[config.mk]
export PLATFORM = sky130hd
export DESIGN_NAME = slumber_ctrl
export DESIGN_NICKNAME = d
export VERILOG_FILES = /design/src/rtl/slumber_pkg.sv /design/src/rtl/slumber_lvl_filter.sv /design/src/rtl/slumber_delay_ctr.sv /design/src/rtl/slumber_clk_gate.sv /design/src/rtl/slumber_ctrl.sv
export SDC_FILE = /design/constraint.sdc
export NUM_CORES = 1
export LEC_CHECK = 0
export BUFFER_PORTS_ARGS = -buffer_cell sky130_fd_sc_hd__buf_2
export CAP_MARGIN = 0
export CORE_MARGIN = 2
export CORE_UTILIZATION = 53
export CTS_CLUSTER_DIAMETER = 100
export CTS_CLUSTER_SIZE = 8
export DETAILED_ROUTE_END_ITERATION = 7
export GPL_ROUTABILITY_DRIVEN = 0
export GPL_TIMING_DRIVEN = 0
export PLACE_DENSITY = 0.9
export REMOVE_ABC_BUFFERS = 1
export SYNTH_ARGS = -nofsm -noshare
export SYNTH_HDL_FRONTEND = slang
export SYNTH_SLANG_ARGS = --single-unit
[constraint.sdc]
create_clock -name clk -period 4.57 [get_ports clk]
set_input_delay 0.457 -clock clk [delete_from_list [all_inputs] [get_ports clk]]
set_output_delay 0.457 -clock clk [all_outputs]
set_load 0.03 [all_outputs]
[src/rtl/slumber_pkg.sv]
package slumber_pkg;

  typedef enum logic [2:0] {
    M_IDLE  = 3'd0,
    M_PDOWN = 3'd1,
    M_PSAVE = 3'd2,
    M_STBY  = 3'd3,
    M_XSTBY = 3'd4
  } slp_mode_e;

  typedef enum logic [1:0] {
    S_RUN   = 2'd0,
    S_SLEEP = 2'd1,
    S_WAIT  = 2'd2
  } slp_state_e;

  typedef struct packed {
    logic cpu;
    logic io;
    logic tmr;
    logic osc;
  } clk_dom_t;

  localparam int unsigned STBY_WAKE_CYC = 6;
  localparam int unsigned IDLE_WAKE_CYC = 1;

  // Turn the raw select code plus the crystal flag into an effective mode
  function automatic slp_mode_e decode_mode(input logic [2:0] sel, input logic xtal);
    slp_mode_e m;
    case (sel)
      3'b010:  m = M_PDOWN;
      3'b011:  m = M_PSAVE;
      3'b110:  m = xtal ? M_STBY  : M_IDLE;
      3'b111:  m = xtal ? M_XSTBY : M_IDLE;
      default: m = M_IDLE;
    endcase
    return m;
  endfunction

  // Domains kept alive while asleep in a given mode
  function automatic clk_dom_t sleep_domains(input slp_mode_e m);
    clk_dom_t d;
    d = '0;
    case (m)
      M_IDLE:  begin d.io = 1'b1; d.tmr = 1'b1; d.osc = 1'b1; end
      M_PSAVE: d.tmr = 1'b1;
      M_STBY:  d.osc = 1'b1;
      M_XSTBY: begin d.tmr = 1'b1; d.osc = 1'b1; end
      default: d = '0;
    endcase
    return d;
  endfunction

  // Timer events may wake only where the timer domain keeps running
  function automatic logic timer_wake_ok(input slp_mode_e m);
    return (m == M_PSAVE) || (m == M_XSTBY) || (m == M_IDLE);
  endfunction

  // Wake latency in clock edges for each mode
  function automatic int unsigned wake_delay(input slp_mode_e m, input int unsigned startup);
    int unsigned d;
    case (m)
      M_PDOWN, M_PSAVE: d = startup;
      M_STBY, M_XSTBY:  d = STBY_WAKE_CYC;
      default:          d = IDLE_WAKE_CYC;
    endcase
    return d;
  endfunction

endpackage

[src/rtl/slumber_lvl_filter.sv]
module slumber_lvl_filter #(
  parameter int unsigned HOLD = 4
) (
  input  logic clk,
  input  logic rst_n,
  input  logic lvl_in,
  output logic qualified
);
  localparam int unsigned CW = $clog2(HOLD + 1);
  localparam logic [CW-1:0] HOLD_V = CW'(HOLD);

  logic [CW-1:0] run_len;

  always_ff @(posedge clk or negedge rst_n) begin
    if (!rst_n)                run_len <= '0;
    else if (!lvl_in)          run_len <= '0;
    else if (run_len < HOLD_V) run_len <= run_len + 1'b1;
  end

  assign qualified = (run_len == HOLD_V);


  lvl_held_chk: assert property (@(posedge clk) disable iff (!rst_n)
    qualified |-> lvl_in || $past(lvl_in));

endmodule

[src/rtl/slumber_delay_ctr.sv]
module slumber_delay_ctr #(
  parameter int unsigned CW = 8
) (
  input  logic          clk,
  input  logic          rst_n,
  input  logic          load,
  input  logic [CW-1:0] load_val,
  output logic          done
);
  logic [CW-1:0] remain;

  always_ff @(posedge clk or negedge rst_n) begin
    if (!rst_n)            remain <= '0;
    else if (load)         remain <= load_val;
    else if (remain != '0) remain <= remain - 1'b1;
  end

  assign done = (remain == {{(CW-1){1'b0}}, 1'b1});


  delay_step_chk: assert property (@(posedge clk) disable iff (!rst_n)
    (!$past(load) && $past(remain) != '0) |-> remain == $past(remain) - 1'b1);

endmodule

[src/rtl/slumber_clk_gate.sv]
module slumber_clk_gate
  import slumber_pkg::*;
#(
  parameter int unsigned N_PERIPH = 8
) (
  input  logic                clk,
  input  logic                rst_n,
  input  slp_state_e          st,
  input  slp_mode_e           mode,
  input  logic [N_PERIPH-1:0] mask,
  output clk_dom_t            dom,
  output logic [N_PERIPH-1:0] periph_en
);
  always_comb begin
    case (st)
      S_SLEEP: dom = sleep_domains(mode);
      S_WAIT: begin
        dom     = sleep_domains(mode);
        dom.osc = 1'b1;
      end
      default: dom = '1;
    endcase
  end

  for (genvar p = 0; p < N_PERIPH; p++) begin : g_pgate
    assign periph_en[p] = dom.io & ~mask[p];
  end


  pdown_all_off_chk: assert property (@(posedge clk) disable iff (!rst_n)
    (st == S_SLEEP && mode == M_PDOWN) |-> (dom == '0));


  periph_quiet_chk: assert property (@(posedge clk) disable iff (!rst_n)
    !dom.io |-> (periph_en == '0));

endmodule

[src/rtl/slumber_ctrl.sv]
module slumber_ctrl
  import slumber_pkg::*;
#(
  parameter int unsigned STARTUP_CYC = 16384,
  parameter int unsigned LVL_HOLD    = 4,
  parameter int unsigned LVL_W       = 4,
  parameter int unsigned EDGE_W      = 4,
  parameter int unsigned N_PERIPH    = 8
) (
  input  logic                clk,
  input  logic                rst_n,
  input  logic [2:0]          mode_sel,
  input  logic                sleep_req,
  input  logic                xtal_opt,
  input  logic                ext_rst,
  input  logic                wdt_rst,
  input  logic                bod_rst,
  input  logic                addr_match,
  input  logic [LVL_W-1:0]    lvl_irq,
  input  logic [EDGE_W-1:0]   edge_irq,
  input  logic                pin_chg,
  input  logic                tmr_ovf,
  input  logic                tmr_cmp,
  input  logic                tmr_ovf_ie,
  input  logic                tmr_cmp_ie,
  input  logic                glob_ie,
  input  logic [N_PERIPH-1:0] pwr_red,
  output logic                cpu_clk_en,
  output logic                io_clk_en,
  output logic                async_clk_en,
  output logic                osc_run,
  output logic [N_PERIPH-1:0] periph_clk_en,
  output logic                wake_ready
);
  localparam int unsigned MAX_DLY = (STARTUP_CYC > STBY_WAKE_CYC) ? STARTUP_CYC : STBY_WAKE_CYC;
  localparam int unsigned DCW     = $clog2(MAX_DLY + 1);

  slp_state_e st;
  slp_mode_e  mode;
  clk_dom_t   dom;

  // Named internal events
  logic [LVL_W-1:0] lvl_q;
  logic             base_hit;
  logic             tmr_hit;
  logic             tmr_allowed;
  logic             wake_hit;
  logic             dly_load;
  logic [DCW-1:0]   dly_val;
  logic             dly_done;

  for (genvar i = 0; i < LVL_W; i++) begin : g_lvl
    slumber_lvl_filter #(.HOLD(LVL_HOLD)) i_filt (
      .clk       (clk),
      .rst_n     (rst_n),
      .lvl_in    (lvl_irq[i]),
      .qualified (lvl_q[i])
    );
  end

  assign base_hit    = ext_rst | wdt_rst | bod_rst | addr_match | pin_chg
                     | (|lvl_q) | (|edge_irq);
  assign tmr_hit     = glob_ie & ((tmr_ovf & tmr_ovf_ie) | (tmr_cmp & tmr_cmp_ie));
  assign tmr_allowed = timer_wake_ok(mode);
  assign wake_hit    = base_hit | (tmr_allowed & tmr_hit);
  assign dly_load    = (st == S_SLEEP) && wake_hit;
  assign dly_val     = DCW'(wake_delay(mode, STARTUP_CYC));

  slumber_delay_ctr #(.CW(DCW)) i_dly (
    .clk      (clk),
    .rst_n    (rst_n),
    .load     (dly_load),
    .load_val (dly_val),
    .done     (dly_done)
  );

  always_ff @(posedge clk or negedge rst_n) begin
    if (!rst_n) begin
      st         <= S_RUN;
      mode       <= M_IDLE;
      wake_ready <= 1'b0;
    end else begin
      wake_ready <= (st == S_WAIT) && dly_done;
      case (st)
        S_RUN: if (sleep_req) begin
          st   <= S_SLEEP;
          mode <= decode_mode(mode_sel, xtal_opt);
        end
        S_SLEEP: if (wake_hit) st <= S_WAIT;
        S_WAIT:  if (dly_done) st <= S_RUN;
        default: st <= S_RUN;
      endcase
    end
  end

  slumber_clk_gate #(.N_PERIPH(N_PERIPH)) i_gate (
    .clk       (clk),
    .rst_n     (rst_n),
    .st        (st),
    .mode      (mode),
    .mask      (pwr_red),
    .dom       (dom),
    .periph_en (periph_clk_en)
  );

  assign cpu_clk_en   = dom.cpu;
  assign io_clk_en    = dom.io;
  assign async_clk_en = dom.tmr;
  assign osc_run      = dom.osc;


  cpu_restart_chk: assert property (@(posedge clk) disable iff (!rst_n)
    $rose(cpu_clk_en) |-> wake_ready);


  ready_pulse_chk: assert property (@(posedge clk) disable iff (!rst_n)
    wake_ready |=> !wake_ready);


  tmr_ignored_chk: assert property (@(posedge clk) disable iff (!rst_n)
    (st == S_SLEEP && !base_hit && !tmr_allowed) |=> (st == S_SLEEP));


  wait_keeps_osc_chk: assert property (@(posedge clk) disable iff (!rst_n)
    (st == S_WAIT) |-> (osc_run && !cpu_clk_en));

endmodule

; ---- Word level (Yosys, flattened, before mapping)
; Index checks and enable logic that the tools add are counted.
[word_totals]
ram_bits = 0
mem_count = 0
romBits = 0
inputBits = 33
output_inout_bits = 13
regBits = 33
latch_bits = 0
wordCells = 105
[op_classes]
n_mul = 0
bitwise = 28
div_mod_pow = 0
n_lt_le_gt_ge = 4
reduce_logical = 16
n_eq_ne = 22
n_mux = 22
add_sub_neg = 5
shifts = 0
[ops]
columns = operator, n
row1 = $mux W15, 2
row2 = $pmux W15 S2, 1
row3 = $mux W3, 9
row4 = $eq A3 B3 Y1 const B, 7
row5 = $eq A15 B1 Y1 const B, 1
row6 = $reduce_bool A15 Y1, 1
row7 = $sub A15 B1 Y15 const B, 1
row8 = $add A3 B1 Y3 const B, 4
row9 = $and A1 B1 Y1, 12
row10 = $eq A3 B2 Y1 const B, 4
row11 = $lt A3 B3 Y1 const B, 4
row12 = $pmux W3 S4, 1
row13 = $mux W2, 4
row14 = $ne A2 B1 Y1 const B, 4
row15 = $not A1 Y1, 8
row16 = $or A1 B1 Y1, 8
row17 = $pmux W4 S2, 1
row18 = $reduce_or A4 Y1, 2
row19 = $ne A2 B2 Y1 const B, 3
row20 = $pmux W2 S3, 1
row21 = $reduce_or A3 Y1, 2
row22 = $reduce_or A2 Y1, 2
row23 = $eq A3 B1 Y1 const B, 1
row24 = $logic_not A3 Y1, 1
row25 = 9 further kinds, 13

; ---- Logic depth before layout (Yosys ltp)
[logic_depth]
ltp_word = 9
mapped_depth = 8

; ---- Modules after synthesis
; Synthesis repeated with hierarchy kept, for this count alone.
[hier_totals]
hier_cells = 237
hier_area_um2 = 2178.3
[by_module_without_submodules]
columns = module, seq_area_each_um2, cells_per_inst, instances, area_each_um2
row1 = slumber_delay_ctr, 375.4, 111, 1, 982.2
row2 = slumber_lvl_filter, 75.1, 13, 4, 153.9
row3 = slumber_ctrl, 150.1, 44, 1, 379.1
row4 = slumber_clk_gate, 0.0, 30, 1, 201.4

; ---- Worst setup path after synthesis
; No wires, ideal clock.
[synth_timing]
path_type = register to register
start = register i_dly.remain[9]
end = register st[0]
setup_time_ns = 0.127
stages_incl_launch_ff = 7
slack_ns = 2.453
arrival_time_ns = 1.990
t_required_ns = 4.443
cell_sequence = dfrtp_1 -> or3_1 -> or4_1 -> buf_2 -> o21ai_2 -> a21boi_2 -> mux2_1
[synth_between]
elab_chain_len = 3
[synth_rtl]
columns = element, line_no
row1 = from (decl), slumber_delay_ctr.sv:10  ; logic [CW-1:0] remain;
row2 = from (signal assigned), slumber_delay_ctr.sv:14  ; else if (load) remain <= load_val;
row3 = from (signal assigned), slumber_delay_ctr.sv:15  ; else if (remain != '0) remain <= remain - 1'b1;
row4 = $eq A15 B1 Y1, slumber_delay_ctr.sv:18  ; assign done = (remain == {{(CW-1){1'b0}}, 1'b1});
row5 = $ne A2 B2 Y1 (no line), n/a
row6 = $reduce_and A3 Y1 (no line), n/a
row7 = to (signal assigned), slumber_ctrl.sv:79  ; st <= S_RUN;
row8 = to (signal assigned), slumber_ctrl.sv:86  ; st <= S_SLEEP;
row9 = to (signal assigned), slumber_ctrl.sv:89  ; S_SLEEP: if (wake_hit) st <= S_WAIT;
row10 = to (decl), slumber_ctrl.sv:38  ; slp_state_e st;
; No other way between the ends.
; A chain may end at the register's enable or synchronous reset.

; ---- Final worst setup path
[layout_timing]
start = register st[1]
end = output periph_clk_en[3]
[layout_between]
elab_chain_len = 3
word_cells_on_any_way = 4
classes_between = eq/ne: 2 / mux: 1 / bitwise: 1
[layout_rtl]
columns = element, line_no
row1 = $eq A2 B2 Y1 or $eq A2 B1 Y1 (tied branches), slumber_clk_gate.sv:15  ; case (st)
row2 = $pmux W4 S2 *, slumber_clk_gate.sv:15
row3 = $and A1 B1 Y1 *, slumber_clk_gate.sv:26  ; assign periph_en[p] = dom.io & ~mask[p];
row4 = to (decl), slumber_ctrl.sv:32  ; output logic [N_PERIPH-1:0] periph_clk_en,
; Mark *: on every way between the ends. The rest lies on a longest branch, timed or not.

==> flow_metrics.tcl <==
set metrics [dict create \
    wire_per_inst_um 12.5 \
    rows 21 \
    antenna_found_initial 0 \
    avgSynthCellArea_sq_um 9.53 \
    slowest_stage "a21oi_1" \
    io_buffer_count 45 \
    grt_pass1_vias 1584 \
    r2r-end "st[0]" \
    endpoint "periph_clk_en[3]" \
    nets 300 \
    diodes 0 \
    ir_drop_v 0.000219 \
    setup_viol 0 \
    synthTopCellsByCount "dfrtp_1 (33), nor2_1 (26), inv_1 (17), ha_1 (14), nand2_1 (11)" \
    placement.cell_area_sq_um 2210 \
    die_h_um 64.6 \
    synthCells 204 \
    cts_tree "built" \
    ctsResizeCount 0 \
    via_per_inst 5.30 \
    wl_met2_um 1880 \
    final_max_slew_viol_count 0 \
    htreeDepth 2 \
    ant_nets 0 \
    synth-seq-cells 33 \
    holdBufCountCts 0 \
    period_needed_ns 2.48 \
    status "finished clean" \
    fmax_mhz 404 \
    gr-total-overflow 0 \
    synth_most_common_cell "dfrtp_1" \
    drt-met1-wl_um 1670 \
    max_stage_delay_ns 0.51 \
    clk_pin_slew_ns 0.10 \
    final_cell_area_sq_um 2280 \
    r2r-start "i_dly.remain[10]" \
    async_flop_share_pct 100 \
    yosysTopAreaCellShare_pct 42.5 \
    drtIter0Drc 147 \
    fin_crit_sh_pct 54.2 \
    rsz0062_at_grt "no" \
    ff_latch_area_sq_um 826 \
    p_seq_share_pct 54.2 \
    multi_input_area_sq_um 1040 \
    drive_above_1_share_pct 22.4 \
    worstSetupEndpointType "primary output" \
    synth_flop_cell "dfrtp_1" \
    dieWidth_um 64.6 \
    fin_setup_tns_ns 0 \
    num-fill-cells 296 \
    yosysTopAreaCell "dfrtp_1" \
    r2r_cells 5 \
    crit_required_ns 4.11 \
    r2r_setup_slack_ns 2.26 \
    hold_slack_ns 0.152 \
    final_util_pct 66.8 \
    power.static_leakage_uw 0.00102 \
    synthTopCellsByArea "dfrtp_1 (42%), ha_1 (9.0%), nor2_1 (5.0%)" \
    power.switching_uw 161 \
    cts-root-buf "clkbuf_4" \
    fin_skew_ns 0.0102 \
    critPathKind "flop to primary output" \
    cp_data_arrival_time_ns 2.02 \
    combPwrFrac_pct 15.1 \
    area_growth_pct 17.5 \
    p_sw_share_pct 26.5 \
    vias 1591 \
    cts_buffers 5 \
    post_cts_buffers 0 \
    p_int_uw 446 \
    hpwlAfterDp_um 2890 \
    wl_met3_um 145 \
    core_region_area_sq_um 3420 \
    path_common_cell "nor2_1" \
    drc_errors 0 \
    critPathMaxFanout 9 \
    clockBufferDepth 2 \
    hold_viol 0 \
    synth_area_sq_um 1940 \
    io_pins 46 \
    worst_pin_slew_ns 1.13 \
    crit_chain "inv_1, ha_1, nor2_1, nor2_1, a21oi_1, nor2_1, buf_2" \
    grt_pass1_wl_um 6750 \
    synth_edf_count 0 \
    relSlewSlack_pct 24.7 \
    first_pass_iters 5 \
    dp.cells 292 \
    cap_violations 0 \
    start_util_pct 56.9 \
    die_area_sq_um 4170 \
    numClockSinks 33 \
    ys.warnings.count 0 \
    setup.worst_path.start "st[1]" \
    ys_seq_area_share_pct 42.5 \
    yosysUniqueCellTypes 40 \
    hp-class "input pin to async pin" \
    drt_wl_total_um 3740 \
    top_layer_used "met4" \
    p_per_area_nw_per_um2 266 \
    clkPwrFrac_pct 30.8 \
    grt_util_all_layers_pct 20.6 \
    layout.cells.non_filler 300 \
    clock_latency_ns 0.34 \
    cp-start-kind "flop" \
    grt_max_degree 34 \
]
## worst min path at each step
| stage | slack [ns] | depth (start not counted) | start | endpoint |
|---|---|---|---|---|
| 5_1_grt | 0.18 | 1 | rst_n | i_dly.remain[7] |
| 2_1_floorplan | 0.16 | 0 | rst_n | g_lvl[0].i_filt.run_len[0] |
| 6_report | 0.15 | 1 | rst_n | i_dly.remain[8] |
| 4_1_cts | 0.17 | 1 | rst_n | i_dly.remain[7] |
| 3_5_place_dp | 0.52 | 1 | st[0] | st[0] |
| 3_3_place_gp | 0.51 | 1 | st[0] | st[0] |
## layout make-up
class | count | share of cell area, %
repair buffers | 45 | 9.86
well taps | 46 | 2.52
inverters | 17 | 2.79
flip-flops and latches | 33 | 36.2
clock buffers | 7 | 2.85
clock inverters | 1 | 0.219
multi-input cells | 151 | 45.6
## cells by family after synthesis
family | share of synthesized area, %
AO/OA/AOI/OAI | 12.7
multiplexers | 5.80
AND/OR/NAND/NOR | 21.1
XOR/XNOR | 4.96
buffers and inverters | 3.93
flip-flops | 42.5
adder cells (fa/ha/maj) | 9.01
## registers in the layout (all words and copies together) (netlist names)
register	cells
i_dly.remain	15
g_lvl.i_filt.run_len	12
mode	3
wake_ready	1
st	2
## stage by stage
step                power, uW  setup WS [ns]
floorplan                 390           2.43
global placement          422           2.30
detailed placement        428           2.28
CTS                       616           2.10
global route              650           1.85
finish                    608           2.09
## power groups by stage
stage                     Clock [uW]  Combinational [uW]  Sequential (uW)
after global routing             209                 107              333
after detailed placement           0                93.0              335
after floorplan                    0                59.6              331
after global placement             0                87.9              334
final                            187                91.5              329
after CTS                        192                93.5              330
## critical path, delay by kind of cell, from the launching register on
| kind | cells | cell delay (ns) |
|---|---|---|
| AO/OA/AOI/OAI | 1 | 0.51 |
| adder cells (fa/ha/maj) | 1 | 0.24 |
| buffers and inverters | 2 | 0.29 |
| flip-flops | 1 | 0.36 |
| AND/OR/NAND/NOR | 3 | 0.28 |
## placed cells by master (no fill, tap or decap), drive strengths merged, types with 4 or more instances in the layout
| master | synthesis | final |
|---|---|---|
| buf | 1 | 45 |
| dfrtp | 33 | 33 |
| nor2 | 26 | 26 |
| inv | 17 | 17 |
| ha | 14 | 14 |
| nand2 | 11 | 11 |
| o21ai | 11 | 11 |
| mux2i | 9 | 9 |
| nor3 | 7 | 7 |
| xnor2 | 7 | 7 |
| clkbuf | 2 | 7 |
| a21oi | 6 | 6 |
| o21a | 5 | 5 |
| nor2b | 5 | 5 |
| nand2b | 5 | 5 |
| xor2 | 4 | 4 |
| and2 | 4 | 4 |
## routing by layer
metal | vias to the layer above | GRT usage, %
met5 | - | 0
met4 | 0 | 5.85
met3 | 8 | 6.25
met2 | 34 | 34.9
met1 | 746 | 25.4
li1 | 803 | -
No activity file was read; power rests on OpenSTA's default activity.
